**src/rtl/slv_arb_pkg.sv**
```systemverilog
package slv_arb_pkg;

  // configuration word field positions
  localparam int SLOT_LSB   = 0;
  localparam int SLOT_BITS  = 8;
  localparam int PARK_LSB   = 16;
  localparam int PARK_BITS  = 2;
  localparam int FID_LSB    = 18;
  localparam int FID_BITS   = 3;
  localparam int ARB_LSB    = 24;
  localparam int ARB_BITS   = 2;

  // priority word: one level field per master, fixed stride
  localparam int PRI_STRIDE = 4;

  localparam logic [31:0] CFG_RST = 32'h0000_0010;
  localparam logic [31:0] PRI_RST = 32'h0000_0000;

  typedef enum logic [1:0] {
    PARK_NONE  = 2'd0,
    PARK_LAST  = 2'd1,
    PARK_FIXED = 2'd2,
    PARK_RSVD  = 2'd3
  } park_e;

  typedef enum logic [1:0] {
    ARB_RR    = 2'd0,
    ARB_FP    = 2'd1,
    ARB_RSV2  = 2'd2,
    ARB_RSV3  = 2'd3
  } arb_e;

endpackage

```
**src/rtl/slv_arb_rst_sync.sv**
```systemverilog
module slv_arb_rst_sync #(
  parameter int STAGES = 2
) (
  input  logic clk,
  input  logic arst_n,
  output logic srst_n_o
);

  logic [STAGES-1:0] sync_q;

  always_ff @(posedge clk or negedge arst_n) begin
    if (!arst_n) begin
      sync_q <= '0;
    end else begin
      sync_q <= {sync_q[STAGES-2:0], 1'b1};
    end
  end

  assign srst_n_o = sync_q[STAGES-1];

endmodule

```
**src/rtl/slv_arb_cfg_regs.sv**
```systemverilog
module slv_arb_cfg_regs
  import slv_arb_pkg::*;
#(
  parameter int N_MST  = 6,
  parameter int LVL_W  = 2,
  parameter int SLOT_W = SLOT_BITS
) (
  input  logic                   clk,
  input  logic                   rst_n,
  input  logic                   we_i,
  input  logic                   sel_i,
  input  logic [31:0]            wdata_i,
  output logic [SLOT_W-1:0]      slot_lim_o,
  output park_e                  park_o,
  output logic [FID_BITS-1:0]    fid_o,
  output arb_e                   arb_o,
  output logic [N_MST*LVL_W-1:0] lvl_o
);

  localparam int LVL_TOT = N_MST * LVL_W;

  logic                cfg_en, pri_en;
  logic [SLOT_W-1:0]   slot_q, slot_d;
  park_e               park_q, park_d;
  logic [FID_BITS-1:0] fid_q, fid_d;
  arb_e                arb_q, arb_d;
  logic [LVL_TOT-1:0]  lvl_q, lvl_d;
  logic                unused_wbits;

  assign cfg_en       = we_i & ~sel_i;
  assign pri_en       = we_i &  sel_i;
  assign unused_wbits = ^wdata_i;

  // next state: configuration word fields
  always_comb begin
    slot_d = slot_q;
    park_d = park_q;
    fid_d  = fid_q;
    arb_d  = arb_q;
    if (cfg_en) begin
      slot_d = wdata_i[SLOT_LSB +: SLOT_W];
      park_d = park_e'(wdata_i[PARK_LSB +: PARK_BITS]);
      fid_d  = wdata_i[FID_LSB +: FID_BITS];
      arb_d  = arb_e'(wdata_i[ARB_LSB +: ARB_BITS]);
    end
  end

  // next state: one level field per master
  for (genvar m = 0; m < N_MST; m++) begin : g_lvl
    assign lvl_d[m*LVL_W +: LVL_W] = pri_en ? wdata_i[m*PRI_STRIDE +: LVL_W]
                                            : lvl_q[m*LVL_W +: LVL_W];
  end

  always_ff @(posedge clk or negedge rst_n) begin
    if (!rst_n) begin
      slot_q <= CFG_RST[SLOT_LSB +: SLOT_W];
      park_q <= park_e'(CFG_RST[PARK_LSB +: PARK_BITS]);
      fid_q  <= CFG_RST[FID_LSB +: FID_BITS];
      arb_q  <= arb_e'(CFG_RST[ARB_LSB +: ARB_BITS]);
    end else if (cfg_en) begin
      slot_q <= slot_d;
      park_q <= park_d;
      fid_q  <= fid_d;
      arb_q  <= arb_d;
    end
  end

  always_ff @(posedge clk or negedge rst_n) begin
    if (!rst_n) begin
      lvl_q <= '0;
    end else if (pri_en) begin
      lvl_q <= lvl_d;
    end
  end

  assign slot_lim_o = slot_q;
  assign park_o     = park_q;
  assign fid_o      = fid_q;
  assign arb_o      = arb_q;
  assign lvl_o      = lvl_q;

endmodule

```
**src/rtl/slv_arb_pick.sv**
```systemverilog
module slv_arb_pick #(
  parameter int N_MST = 6,
  parameter int LVL_W = 2,
  parameter int IDW   = $clog2(N_MST)
) (
  input  logic [N_MST-1:0]       req_i,
  input  logic                   fp_i,
  input  logic [N_MST*LVL_W-1:0] lvl_i,
  input  logic [IDW-1:0]         last_i,
  output logic [IDW-1:0]         win_o,
  output logic                   vld_o
);

  logic [LVL_W-1:0] lvl_a [N_MST];

  for (genvar m = 0; m < N_MST; m++) begin : g_unpack
    assign lvl_a[m] = lvl_i[m*LVL_W +: LVL_W];
  end

  always_comb begin
    logic [LVL_W-1:0] best;
    int               idx;
    win_o = '0;
    vld_o = 1'b0;
    best  = '0;
    idx   = 0;
    if (fp_i) begin
      // strict compare keeps the lowest-numbered master on a tie
      for (int m = 0; m < N_MST; m++) begin
        if (req_i[m] && (!vld_o || (lvl_a[m] > best))) begin
          vld_o = 1'b1;
          win_o = IDW'(m);
          best  = lvl_a[m];
        end
      end
    end else begin
      // rotate the search to begin just above the most recent owner
      for (int k = 1; k <= N_MST; k++) begin
        idx = (int'(last_i) + k) % N_MST;
        if (!vld_o && req_i[idx]) begin
          vld_o = 1'b1;
          win_o = IDW'(idx);
        end
      end
    end
  end

  // a reported winner is always a requester
  always_comb begin
    if (vld_o) begin
      p_win_requests_r4: assert (req_i[win_o]);
    end
  end

endmodule

```
**src/rtl/slv_arb_slot_timer.sv**
```systemverilog
module slv_arb_slot_timer #(
  parameter int SLOT_W = 8
) (
  input  logic              clk,
  input  logic              rst_n,
  input  logic              load_i,
  input  logic              run_i,
  input  logic [SLOT_W-1:0] lim_i,
  output logic              hit_o
);

  localparam logic [SLOT_W-1:0] CNT_MAX = '1;

  logic [SLOT_W-1:0] cnt_q, cnt_d;
  logic              cnt_en;

  assign cnt_en = load_i | (run_i & (cnt_q != CNT_MAX));

  always_comb begin
    cnt_d = cnt_q;
    if (load_i) begin
      cnt_d = '0;
    end else if (run_i && (cnt_q != CNT_MAX)) begin
      cnt_d = cnt_q + 1'b1;
    end
  end

  always_ff @(posedge clk or negedge rst_n) begin
    if (!rst_n) begin
      cnt_q <= '0;
    end else if (cnt_en) begin
      cnt_q <= cnt_d;
    end
  end

  // cnt_q counts busy cycles already used in the current tenure
  assign hit_o = run_i & (lim_i != '0) & (cnt_q >= (lim_i - 1'b1));

  // the busy-cycle count advances by exactly one per owned cycle
  p_cnt_step_r9: assert property (@(posedge clk) disable iff (!rst_n)
    (run_i && !load_i && (cnt_q != CNT_MAX)) |=> (cnt_q == $past(cnt_q) + 1'b1));

endmodule

```
**src/rtl/slave_arbiter_park.sv**
```systemverilog
module slave_arbiter_park
  import slv_arb_pkg::*;
#(
  parameter int N_MST  = 6,
  parameter int LVL_W  = 2,
  parameter int SLOT_W = SLOT_BITS,
  parameter int IDW    = $clog2(N_MST)
) (
  input  logic             clk,
  input  logic             rst_n,
  input  logic [N_MST-1:0] req_i,
  input  logic             burst_end_i,
  input  logic             cfg_we_i,
  input  logic             cfg_sel_i,
  input  logic [31:0]      cfg_wdata_i,
  output logic [N_MST-1:0] grant_o,
  output logic [IDW-1:0]   owner_o,
  output logic             owner_vld_o
);

  logic                   srst_n;
  logic [SLOT_W-1:0]      slot_lim;
  park_e                  park_type;
  logic [FID_BITS-1:0]    fid;
  arb_e                   arb_type;
  logic [N_MST*LVL_W-1:0] lvl;

  logic                   busy_q, busy_d;
  logic [IDW-1:0]         own_q, own_d;
  logic [IDW-1:0]         last_q, last_d;
  logic                   tmo_load, tmo_hit, tmo_rel;
  logic [N_MST-1:0]       own_oh, park_oh, others;
  logic                   park_ok, park_req;
  logic [IDW-1:0]         park_id;
  logic [IDW-1:0]         win;
  logic                   win_vld;

  slv_arb_rst_sync #(.STAGES(2)) i_rst_sync (
    .clk      (clk),
    .arst_n   (rst_n),
    .srst_n_o (srst_n)
  );

  slv_arb_cfg_regs #(
    .N_MST  (N_MST),
    .LVL_W  (LVL_W),
    .SLOT_W (SLOT_W)
  ) i_cfg_regs (
    .clk        (clk),
    .rst_n      (srst_n),
    .we_i       (cfg_we_i),
    .sel_i      (cfg_sel_i),
    .wdata_i    (cfg_wdata_i),
    .slot_lim_o (slot_lim),
    .park_o     (park_type),
    .fid_o      (fid),
    .arb_o      (arb_type),
    .lvl_o      (lvl)
  );

  // parking target
  assign park_ok = (park_type == PARK_LAST) ||
                   ((park_type == PARK_FIXED) && (int'(fid) < N_MST));
  assign park_id = (park_type == PARK_LAST) ? last_q : IDW'(fid);

  for (genvar m = 0; m < N_MST; m++) begin : g_onehot
    assign own_oh[m]  = (own_q == IDW'(m));
    assign park_oh[m] = park_ok && (park_id == IDW'(m));
  end

  assign park_req = |(req_i & park_oh);
  assign others   = busy_q ? (req_i & ~own_oh) : req_i;

  slv_arb_pick #(
    .N_MST (N_MST),
    .LVL_W (LVL_W),
    .IDW   (IDW)
  ) i_pick (
    .req_i  (others),
    .fp_i   (arb_type == ARB_FP),
    .lvl_i  (lvl),
    .last_i (last_q),
    .win_o  (win),
    .vld_o  (win_vld)
  );

  slv_arb_slot_timer #(.SLOT_W(SLOT_W)) i_slot_timer (
    .clk    (clk),
    .rst_n  (srst_n),
    .load_i (tmo_load),
    .run_i  (busy_q),
    .lim_i  (slot_lim),
    .hit_o  (tmo_hit)
  );

  assign tmo_rel = tmo_hit & (|others);

  // ownership next state
  always_comb begin
    busy_d   = busy_q;
    own_d    = own_q;
    last_d   = last_q;
    tmo_load = 1'b0;
    if (busy_q) begin
      if (burst_end_i || tmo_rel) begin
        if (win_vld) begin
          own_d    = win;
          last_d   = win;
          tmo_load = 1'b1;
        end else begin
          busy_d = 1'b0;
        end
      end
    end else if (park_req) begin
      last_d = park_id;
      if (!burst_end_i) begin
        busy_d   = 1'b1;
        own_d    = park_id;
        tmo_load = 1'b1;
      end
    end else if (win_vld) begin
      busy_d   = 1'b1;
      own_d    = win;
      last_d   = win;
      tmo_load = 1'b1;
    end
  end

  always_ff @(posedge clk or negedge srst_n) begin
    if (!srst_n) begin
      busy_q <= 1'b0;
      own_q  <= '0;
      last_q <= '0;
    end else begin
      busy_q <= busy_d;
      own_q  <= own_d;
      last_q <= last_d;
    end
  end

  assign grant_o     = busy_q ? own_oh : park_oh;
  assign owner_o     = busy_q ? own_q : '0;
  assign owner_vld_o = busy_q;

  // never more than one grant
  p_grant_onehot_r2: assert property (@(posedge clk) disable iff (!srst_n)
    $onehot0(grant_o));

  // ownership persists while no release condition is present
  p_owner_hold_r2: assert property (@(posedge clk) disable iff (!srst_n)
    (busy_q && !burst_end_i && !tmo_rel) |=> (busy_q && $stable(own_q)));

  // without parking a request costs one arbitration cycle
  p_arb_cycle_r3: assert property (@(posedge clk) disable iff (!srst_n)
    (!busy_q && (park_type == PARK_NONE) && (|req_i)) |=> owner_vld_o);

  // parked master is granted in the cycle it requests
  p_park_zero_wait_r7: assert property (@(posedge clk) disable iff (!srst_n)
    (!busy_q && (park_type == PARK_FIXED) && (int'(fid) < N_MST) && req_i[fid])
      |-> grant_o[fid]);

  // slot expiry with a waiter moves ownership
  p_slot_handover_r9: assert property (@(posedge clk) disable iff (!srst_n)
    (busy_q && tmo_hit && (|others)) |=> (busy_q && (own_q != $past(own_q))));

  // burst end with waiters hands over without an idle cycle
  p_handover_r10: assert property (@(posedge clk) disable iff (!srst_n)
    (busy_q && burst_end_i && (|others)) |=> (busy_q && (own_q != $past(own_q))));

  // single-cycle parked access leaves the port idle
  p_park_done_r11: assert property (@(posedge clk) disable iff (!srst_n)
    (!busy_q && park_req && burst_end_i) |=> !owner_vld_o);

endmodule

```
**config.mk**
```make
export PLATFORM = sky130hd
export DESIGN_NAME = slave_arbiter_park
export DESIGN_NICKNAME = d
export VERILOG_FILES = /design/src/rtl/slv_arb_pkg.sv /design/src/rtl/slv_arb_rst_sync.sv /design/src/rtl/slv_arb_cfg_regs.sv /design/src/rtl/slv_arb_pick.sv /design/src/rtl/slv_arb_slot_timer.sv /design/src/rtl/slave_arbiter_park.sv
export SDC_FILE = /design/constraint.sdc
export NUM_CORES = 1
export LEC_CHECK = 0
export CAP_MARGIN = 20
export CORE_MARGIN = 8
export CORE_UTILIZATION = 35
export CTS_CLUSTER_DIAMETER = 200
export DETAILED_ROUTE_END_ITERATION = 8
export GPL_TIMING_DRIVEN = 0
export SYNTH_ARGS = -nofsm -noshare
export SYNTH_HDL_FRONTEND = slang
export SYNTH_SLANG_ARGS = --single-unit
```
**constraint.sdc**
```tcl
create_clock -name clk -period 2.8 [get_ports clk]
set_input_delay 0.42 -clock clk [delete_from_list [all_inputs] [get_ports clk]]
set_output_delay 0.42 -clock clk [all_outputs]
set_load 0.02 [all_outputs]
```
# [After elaboration in Yosys (flattened, before gate mapping)]
# Cells that the tools add are included.
[word_totals] latchBits=0 ram_bits=0 word_cells=192 mem_bits_ro=0 out_inout_bits=10 regBits=44 in_bits=43 n_memories=0
[classes] muxes=85 n_lt_le_gt_ge=13 n_mul=0 div=6 shifts=0 bitwise=11 add_sub_neg=8 n_reduce_logical=43 n_eq_ne=16
[op_table] op="$lt A32 B5 Y1 const B" n=6
[op_table] op="$mod A32 B4 Y32 const B" n=6
[op_table] op="$mux W3" n=20
[op_table] op="$mux W1" n=43
[op_table] op="$mux W2" n=12
[op_table] op="$bmux W1 S3" n=6
[op_table] op="$logic_and A1 B1 Y1" n=18
[op_table] op="$mux W8" n=2
[op_table] op="$add A3 B3 Y4 const B" n=3
[op_table] op="$and A6 B6 Y6" n=2
[op_table] op="$eq A3 B2 Y1 const B" n=4
[op_table] op="$eq A3 B3 Y1 const B" n=4
[op_table] op="$mux W6" n=2
[op_table] op="$reduce_or A6 Y1" n=2
[op_table] op="$gt A2 B2 Y1" n=5
[op_table] op="$logic_not A1 Y1" n=10
[op_table] op="$add A3 B2 Y4 const B" n=2
[op_table] op="$add A8 B1 Y8 const B" n=1
[op_table] op="$ge A8 B8 Y1" n=1
[op_table] op="$ne A8 B8 Y1 const B" n=1
[op_table] op="$reduce_bool A8 Y1" n=1
[op_table] op="$sub A8 B1 Y8 const B" n=1
[op_table] op="$logic_or A1 B1 Y1" n=7
[op_table] op="$and A1 B1 Y1" n=6
[op_table] op="13 further kinds" n=17

# [Depth between registers and ports, before layout]
# Gate-level depths: netlist of run 1.
[logic_depth] ltp_word=36 mapped_depth=35

# [By module]
# From an unflattened synthesis of run 1, not the netlist that was laid out.
[hier_totals] hier_cells=466 hier_area_um2=4232.8
[modules_own_cells] module="slv_arb_pick" cells_each=215 area_each_um2=1487.7 n_inst=1
[modules_own_cells] module="slv_arb_cfg_regs" cells_each=59 area_each_um2=1064.8 n_inst=1
[modules_own_cells] module="slave_arbiter_park" cells_each=110 area_each_um2=909.6 n_inst=1
[modules_own_cells] module="slv_arb_slot_timer" cells_each=79 area_each_um2=716.9 n_inst=1
[modules_own_cells] module="slv_arb_rst_sync" cells_each=3 area_each_um2=53.8 n_inst=1

# [Worst setup path after synthesis of run 1]
# No wires, ideal clock.
[synth_path] kind="register -> register" startpoint="register busy_q (netlist: owner_vld_o)" endpoint="register own_q[1]" synth_period_minus_slack_ps=6968 n_path_buf=0 required_ps=2678 path_stages_with_launch=34 t_arrival_ps=6847 slack_ps=-4168 path_cell_list="dfrtp_1 or4b_4 and3_1 ha_1 nand2_1 o21ai_0 a31oi_1 mux2_2 ha_1 nand2_1 o21ai_0 a21oi_1 mux2i_1 inv_1 ha_1 nor2b_1 o21ai_0 a21o_1 mux2_2 ha_1 nand2_1 o21ai_0 a21oi_1 mux2_2 ha_1 nor2b_1 a2bb2oi_1 a41oi_1 o21ai_0 nor2_1 a21oi_1 o31a_1 a22oi_1 a32o_1"
[synth_between] elab_chain_cells=31
[synth_lines] item="start, declared" line="slave_arbiter_park.sv:28" rtl="logic busy_q, busy_d;"
[synth_lines] item="start signal, assigned" line="slave_arbiter_park.sv:135" rtl="busy_q <= busy_d;"
[synth_lines] item="$mux W6" line="slave_arbiter_park.sv:72" rtl="assign others = busy_q ? (req_i & ~own_oh) : req_i;"
[synth_lines] item="$mux W2 / $mux W1 (equally long branches)" line="slv_arb_pick.sv:30" rtl="if (req_i[m] && (!vld_o || (lvl_a[m] > best))) begin"
[synth_lines] item="$mux W2 / $mux W1 (equally long branches)" line="slv_arb_pick.sv:27" rtl="if (fp_i) begin"
[synth_lines] item="$gt A2 B2 Y1 / $logic_not A1 Y1 (equally long branches)" line="slv_arb_pick.sv:30"
[synth_lines] item="$logic_or A1 B1 Y1" line="slv_arb_pick.sv:30"
[synth_lines] item="$logic_and A1 B1 Y1" line="slv_arb_pick.sv:30"
[synth_lines] item="$mux W2 / $mux W1 (equally long branches)" line="slv_arb_pick.sv:30"
[synth_lines] item="$mux W2 / $mux W1 (equally long branches)" line="slv_arb_pick.sv:27"
[synth_lines] item="[... 15 more ...]"
[synth_lines] item="$gt A2 B2 Y1 / $logic_not A1 Y1 (equally long branches)" line="slv_arb_pick.sv:30"
[synth_lines] item="$logic_or A1 B1 Y1" line="slv_arb_pick.sv:30"
[synth_lines] item="$logic_and A1 B1 Y1" line="slv_arb_pick.sv:30"
[synth_lines] item="$mux W3 / $mux W1 (equally long branches)" line="slv_arb_pick.sv:30"
[synth_lines] item="$mux W3 / $mux W1 (equally long branches)" line="slv_arb_pick.sv:27"
[synth_lines] item="$mux W3" line="slave_arbiter_park.sv:106, slave_arbiter_park.sv:121"
[synth_lines] item="$mux W3, on equally long branches" line="slave_arbiter_park.sv:114, slave_arbiter_park.sv:105"
[synth_lines] item="$mux W3" line="slave_arbiter_park.sv:104" rtl="if (busy_q) begin"
[synth_lines] item="end signal, assigned" line="slave_arbiter_park.sv:136" rtl="own_q <= own_d;"
[synth_lines] item="end, declared" line="slave_arbiter_park.sv:29" rtl="logic [IDW-1:0] own_q, own_d;"
# Several ways; a longest one is shown, not always the timed one. The select of a mux whose other input is x is not followed.
# A chain may end at the register's enable or synchronous reset.

# [Final worst setup path of run 1]
[layout_path] startpoint="register own_q[0]" endpoint="register last_q[1]"
[layout_between] elab_chain_cells=34
[layout_lines] item="$logic_not A3 Y1" line="slave_arbiter_park.sv:67" rtl="assign own_oh[m] = (own_q == IDW'(m));"
[layout_lines] item="$not A6 Y6 (*)" line="slave_arbiter_park.sv:72"
[layout_lines] item="$and A6 B6 Y6 (*)" line="slave_arbiter_park.sv:72"
[layout_lines] item="$mux W6 (*)" line="slave_arbiter_park.sv:72"
[layout_lines] item="$mux W2 / $mux W1 (equally long branches)" line="slv_arb_pick.sv:30"
[layout_lines] item="$mux W2 / $mux W1 (equally long branches)" line="slv_arb_pick.sv:27"
[layout_lines] item="$gt A2 B2 Y1 / $logic_not A1 Y1 (equally long branches)" line="slv_arb_pick.sv:30"
[layout_lines] item="$logic_or A1 B1 Y1" line="slv_arb_pick.sv:30"
[layout_lines] item="[... 18 more ...]"
[layout_lines] item="$gt A2 B2 Y1 / $logic_not A1 Y1 (equally long branches)" line="slv_arb_pick.sv:30"
[layout_lines] item="$logic_or A1 B1 Y1" line="slv_arb_pick.sv:30"
[layout_lines] item="$logic_and A1 B1 Y1" line="slv_arb_pick.sv:30"
[layout_lines] item="$mux W3 / $mux W1 (equally long branches)" line="slv_arb_pick.sv:30"
[layout_lines] item="$mux W3 / $mux W1 (equally long branches)" line="slv_arb_pick.sv:27"
[layout_lines] item="$mux W3" line="slave_arbiter_park.sv:106, slave_arbiter_park.sv:121"
[layout_lines] item="$mux W3, on equally long branches" line="slave_arbiter_park.sv:114, slave_arbiter_park.sv:105"
[layout_lines] item="$mux W3" line="slave_arbiter_park.sv:104"
[layout_lines] item="end signal, assigned" line="slave_arbiter_park.sv:137" rtl="last_q <= last_d;"
[layout_lines] item="end, declared" line="slave_arbiter_park.sv:30" rtl="logic [IDW-1:0] last_q, last_d;"
# Every way passes the cells marked *; elsewhere a longest branch is shown, timed or not. The select of a mux whose other input is x is not followed.

==> results of run 1 <==
-- power groups by stage --
stage	combinational, uW	clock, uW	sequential [uW]
after detailed placement	3980	0	995
final	5470	749	930
after global routing	5930	796	948
after global placement	3900	0	995
after floorplan	3110	0	923
after CTS	5000	768	925
-- per-layer routing --
| layer | share of wire | global-route usage |
|---|---|---|
| met1 | 0.46 | 0.209 |
| met2 | 0.49 | 0.271 |
| met3 | 0.039 | 0.0166 |
| met4 | 0.0099 | 0.0283 |
| met5 | 0 | 0 |
-- worst max-delay path, delay by kind of cell (launching register included) --
family                   cells  cell delay (ns)
flip-flops                   1             0.40
adder cells (fa/ha/maj)      5             1.26
multiplexers                 3             0.83
buffers and inverters        2             0.26
AO/OA/AOI/OAI               15             2.04
AND/OR/NAND/NOR              9             1.67
-- sequential cells by signal (all words and copies together) (netlist names) --
name,flops
i_cfg_regs.arb_o,2
i_cfg_regs.fid_o,3
i_cfg_regs.lvl_o,12
i_cfg_regs.park_o,2
i_cfg_regs.slot_lim_o,8
i_rst_sync.sync_q,2
i_slot_timer.cnt_q,8
last_q,3
own_q,3
owner_vld_o,1
-- synth_stat cells (5+ instances only) --
library cell / number
mux2_2: 34
a21oi_1: 25
nand2b_1: 9
clkbuf_1: 8
inv_1: 28
nand2_1: 28
nand3_1: 13
nor4_1: 10
nor2_1: 24
a211oi_1: 6
and3_1: 7
nor2b_1: 16
o21ai_0: 26
o211ai_1: 5
a221o_1: 5
dfrtp_1: 43
xnor2_1: 7
ha_1: 36
a21o_1: 12
and2_1: 7
xor2_1: 8
-- worst max-delay path by stage --
stage / end / cells after the start
after detailed placement: own_q[1] / 34
final: last_q[1] / 34
after global routing: last_q[1] / 34
after CTS: last_q[1] / 33
after global placement: own_q[1] / 34
after floorplan: own_q[1] / 33
-- stage by stage --
stage | instances | utilization | cell area, um2 | setup WS [ns]
floorplan | 458 | - | 4290 | -3.61
global placement | 640 | 0.424 | 4860 | -4.32
detailed placement | 641 | 0.425 | 4880 | -4.42
CTS | 687 | 0.488 | 5600 | -3.85
global route | 695 | 0.510 | 5850 | -4.03
finish | 695 | 0.510 | 5850 | -3.77
-- final cells by class --
type | instances | area [um2]
Multi-Input combinational cell | 371 | 3380
Inverter | 28 | 114
Timing Repair Buffer | 89 | 802
Clock inverter | 2 | 60.1
Buffer | 12 | 75.1
Tap cell | 143 | 179
Fill cell | 1020 | 5620
Sequential cell | 44 | 1110
Clock buffer | 6 | 129
-- repair_timing --
item,CTS,global route
resized for setup,53,41
buffers inserted,40,9
hold buffers,0,0
pin swaps,29,33
endpoints found under the setup margin,20,18
-- cell families after synthesis --
kind of cell	synth area share
adders and majority gates	0.109
AOI/OAI and AO/OA	0.236
buffers and inverters	0.0422
other	0.000910
muxes	0.107
and+or+nand+nor	0.202
xor gates and xnor gates	0.0358
DFF	0.267
==> key figures, run 1 <==
Synthesis
  • Post-synth EDFFs: 0
  • Syn Inst Count: 458
  • Mapped Area: 4120 um2
  • Synth top area cells: dfrtp_1, ha_1, mux2_2, o21ai_0, a21oi_1
  • Yosys warns: 0
  • Syn nets: 537
  • Main flop type after synthesis: dfrtp_1
  • Share of the synthesized area in the top cell type: 0.261
  • Yosys reg bits: 44
  • Register area share after synthesis: 0.267
  • Average size of a mapped cell: 9.00 um2
  • Distinct cell type count after synthesis: 79
  • Cell taking the most area after synthesis: dfrtp_1
  • Ys async rst share: 1.00

Final layout
  • Final Net Count: 630
  • Share of layout cells above drive strength 1: 0.339
  • Most common library cell in the layout ignoring fill and taps: buf_4
  • Diodes inserted: 0
  • Most frequent cells in the layout: buf_4, dfrtp_1, clkdlybuf4s50_1, mux2_2
  • Area Overhead vs Synth: 41.9%

Worst setup path
  • CP required: 3.01 ns
  • Startpoint Class: flip-flop
  • Crit end category: flip-flop
  • Reg-to-Reg Start: own_q[0]
  • Reg-to-reg endpoint: last_q[1]
  • Reg-to-reg slack, setup: -3.77 ns
  • Kind of critical path: reg2reg
  • Worst Path Max Fanout: 4
  • Slowest-stage cell, CP: or4b_4
  • Critical path launch point: own_q[0]
  • FF-to-FF path depth: 34
  • Crit path DAT: 6.78 ns
  • CP peak stage delay: 0.57 ns

Global routing
  • Initial antenna violation count: 0
  • GRT Total Usage: 0.157
  • Largest net degree at the start of global routing: 31
  • Congestion Overflow GR: 0
  • First-pass GRT wire length: 20.5 mm
  • Vias in the first global route: 3,999

Power and ir drop
  • Pwr Density: 1220 nW/um2
  • Leakage: 0.00249 uW
  • Switching share of power: 0.443
  • Switching power total: 3170 uW
  • Int Power: 3980 uW
  • Peak VDD IR: 0.730 mV
  • Clock power share: 0.105
  • Combinational power share: 0.765
  • Sequential power share: 0.130
  • Pwr Total: 7150 uW

Die
  • CORE AREA: 11,500 um2
  • IO Pins: 53
  • Die ar.: 15,500 um2
  • Initial Utilization: 0.360
  • Die H: 125 um
  • Row Count: 39
  • Die Wd: 125 um

Timing
  • Setup Total Neg Slack: -29.63 ns
  • Slew @ Worst Pin: 1.02 ns
  • Final min period: 6.57 ns
  • Worst Skew: 0.00988 ns
  • Max Freq: 152 MHz
  • Rel. slew slack: 0.318
  • Unrepaired setup endpoints after global routing: yes
  • Hold Vio Cnt, Final: 0
  • Final Setup Violations: 15
  • Tcrit/Tclk final: 2.34
  • Hold Slack: 0.162 ns
  • Fin. max-slew vios: 0
  • Post-layout worst setup margin: -3.77 ns

Place
  • Port Buffers: 39
  • Hpwl dp: 9.36 mm
  • GPL Wtd Cong: 0.882

Clocking
  • H-tree levels: 2
  • Clock slew at reported path FFs: 0.07 ns
  • CTS tree: done
  • Root buf cell: clkbuf_16
  • Clk sinks: 44
  • Clk_lat worst skew: 0.28 ns
  • CTS buffer count: 5
  • Clock Path Buffers: 2

Detailed routing
  • Antenna viol nets, final: 0
  • Vias: 3,950
  • TritonRoute pass-1 iters: 5
  • Final wirelength: 12.6 mm
  • DRC violations left: 0
  • WL/cell: 18.2 um
  • Initial DRC count: 232
  • DR vias/cell: 5.68

Hold path
  • Worst min path class: reg2async

Run status
  • Outcome: finished with violations
  • Failing checks: setup timing

Flow run
  • Max Cap Violations: 0
No activity file was read; power rests on OpenSTA's default activity.
==> inputs of run 2 (changes only) <==
Settings changed: ABC_CLOCK_PERIOD_IN_PS from default to 2800, CORE_UTILIZATION 35 to 50, PLACE_DENSITY from default to 0.73.
==> key figures, run 2 (synthesis gave the netlist of run 1 again) <==
Detailed routing
  • TritonRoute pass-1 iters: 4 (was 5)
  • Initial DRC count: 320 (was 232)
  • DRC violations left: 0 (unchanged)
  • Vias: 4,156 (was 3,950)
  • WL/cell: 19.9 um (was 18.2 um)
  • Routed wl met2: 6.41 mm (was 6.21 mm)
  • DR vias/cell: 6.32 (was 5.68)
  • Met3 routed WL: 712 um (was 493 um)
  • DR top layer: met4 (unchanged)
  • Final wirelength: 13.1 mm (was 12.6 mm)
  • Post-Route M1 WL: 5.63 mm (was 5.80 mm)
  • Antenna viol nets, final: 0 (unchanged)

Timing
  • Slew @ Worst Pin: 0.769 ns (was 1.02 ns)
  • Tcrit/Tclk final: 2.41 (was 2.34)
  • Rel. slew slack: 0.484 (was 0.318)
  • Worst Skew: 0.00448 ns (was 0.00988 ns)
  • Final min period: 6.75 ns (was 6.57 ns)
  • Unrepaired setup endpoints after global routing: yes (unchanged)
  • Post-layout worst setup margin: -3.95 ns (was -3.77 ns)
  • Max Freq: 148 MHz (was 152 MHz)
  • Final Setup Violations: 15 (unchanged)
  • Hold Vio Cnt, Final: 0 (unchanged)
  • Fin. max-slew vios: 0 (unchanged)

Clocking
  • CTS tree: done (unchanged)
  • Clock Path Buffers: 2 (unchanged)
  • Clock slew at reported path FFs: 0.09 ns (was 0.07 ns)
  • CTS buffer count: 5 (unchanged)
  • Clk sinks: 44 (unchanged)
  • Root buf cell: clkbuf_8 (was clkbuf_16)
  • Clk_lat worst skew: 0.30 ns (was 0.28 ns)
  • H-tree levels: 2 (unchanged)
  • Hold bufs inserted after CTS: 0 (unchanged)

Worst setup path
  • Delay-heaviest family, CP: compound AO/OA/AOI/OAI gates (unchanged)
  • CP peak stage delay: 0.58 ns (was 0.57 ns)
  • Worst Path Max Fanout: 4 (unchanged)
  • CP required: 2.99 ns (was 3.01 ns)
  • Critical path buffer and inverter count: 1 (was 2)
  • Top cell by count, worst path: o21ai_2
  • Kind of critical path: reg2reg (unchanged)
  • Startpoint Class: flip-flop (unchanged)
  • Crit. path cell count: 34 (unchanged)
  • Slowest-stage cell, CP: or4b_4 (unchanged)
  • Crit end category: flip-flop (unchanged)
  • FF-to-FF path depth: 34 (unchanged)
  • Crit path DAT: 6.94 ns (was 6.78 ns)

Final layout
  • Max FFs per register: 12 (unchanged)
  • Share of layout cells above drive strength 1: 0.371 (was 0.339)
  • Fillcell total: 583 (was 1,020)
  • Most common library cell in the layout ignoring fill and taps: buf_4 (unchanged)
  • Most frequent cells in the layout: buf_4, dfrtp_1, clkdlybuf4s50_1, mux2_2, nand2_1 (was buf_4, dfrtp_1, clkdlybuf4s50_1, mux2_2)
  • Design area: 5850 um2 (about the same)
  • Diodes inserted: 0 (unchanged)
  • Fin util: 0.722 (was 0.510)
  • Multi-input logic area: 3480 um2 (was 3380 um2)
  • Area Overhead vs Synth: 41.8% (was 41.9%)
  • Final std cells w/o fill: 658 (was 695)
  • Storage element area: 1110 um2 (about the same)
  • Final Net Count: 631 (was 630)

Global routing
  • First-pass GRT wire length: 20.5 mm (about the same)
  • Vias in the first global route: 4,144 (was 3,999)
  • Initial antenna violation count: 0 (unchanged)
  • Largest net degree at the start of global routing: 32 (was 31)
  • GRT Total Usage: 0.220 (was 0.157)
  • Congestion Overflow GR: 0 (unchanged)

Flow run
  • Max Cap Violations: 0 (unchanged)

Die
  • Row Count: 33 (was 39)
  • Die Wd: 107 um (was 125 um)
  • Initial Utilization: 0.509 (was 0.360)
  • Die H: 107 um (was 125 um)
  • IO Pins: 53 (unchanged)
  • Die ar.: 11,400 um2 (was 15,500 um2)
  • CORE AREA: 8090 um2 (was 11,500 um2)

Power and ir drop
  • Int Power: 3810 uW (was 3980 uW)
  • Switching share of power: 0.469 (was 0.443)
  • Combinational power share: 0.801 (was 0.765)
  • Leakage: 0.00249 uW (about the same)
  • Switching power total: 3360 uW (was 3170 uW)
  • Clock power share: 0.070 (was 0.105)
  • Pwr Total: 7180 uW (was 7150 uW)
  • Sequential power share: 0.129 (was 0.130)
  • Pwr Density: 1230 nW/um2 (was 1220 nW/um2)
  • Peak VDD IR: 0.546 mV (was 0.730 mV)

Run status
  • Outcome: finished with violations (unchanged)
  • Failing checks: setup timing (unchanged)

Place
  • Placed cells: 603 (was 641)
  • DP Area: 4830 um2 (was 4880 um2)
  • Port Buffers: 39 (unchanged)
  • Dpl ws: -4.53 ns (was -4.42 ns)
  • GPL Wtd Cong: 0.923 (was 0.882)
  • Hpwl dp: 8.99 mm (was 9.36 mm)

Hold path
  • Worst min path class: reg2async (unchanged)
run 2: area by class of cell:
cell class,instances,area share
repair buffers,90,0.139
inverters,28,0.0199
plain buffers,12,0.0137
multi-input cells,371,0.595
clock buffers,5,0.0118
clock inverters,3,0.00792
flip-flops and latches,44,0.190
well taps,105,0.0225
run 2: power by group through the flow:
stage                     combinational (uW)  clock (uW)  sequential (uW)
after floorplan                         3110           0              923
after global placement                  3900           0              986
after detailed placement                3970           0              986
after CTS                               4980         511              910
after global routing                    6120         543              934
final                                   5750         506              924
run 2: timing repair:
action / 4_1_cts / 5_1_grt
pin swaps: 36 / 32
setup buffers: 40 / 11
setup endpoints to repair: 19 / 16
gates resized for setup: 67 / 56
endpoints found under the hold margin: 0 / 0
run 2: final timing paths:
check	slack, ns	end	startpoint
setup / recovery	-3.95	own_q[1]	own_q[0]
max in group asynchronous	2.18	last_q[0]	i_rst_sync.sync_q[1]
min in group clk	0.36	i_rst_sync.sync_q[1]	i_rst_sync.sync_q[0]
hold reg to reg	0.16	i_cfg_regs.slot_lim_o[5]	i_rst_sync.sync_q[1]
hold / removal	0.16	i_cfg_regs.slot_lim_o[5]	i_rst_sync.sync_q[1]
setup reg to reg	-3.95	own_q[1]	own_q[0]
run 2: through the flow:
| stage | hold WS, ns | setup TNS (ns) |
|---|---|---|
| global placement | 0.337 | -31.62 |
| floorplan | 0.124 | -23.79 |
| detailed placement | 0.155 | -33.21 |
| CTS | 0.162 | -27.70 |
| finish | 0.156 | -28.32 |
| global route | 0.193 | -30.47 |
run 2: per-layer routing:
layer  vias to the layer above  track usage
met5                         -            0
met4                         0       0.0744
met3                        36       0.0324
met2                       165        0.376
met1                      2056        0.276
li1                       1899            -
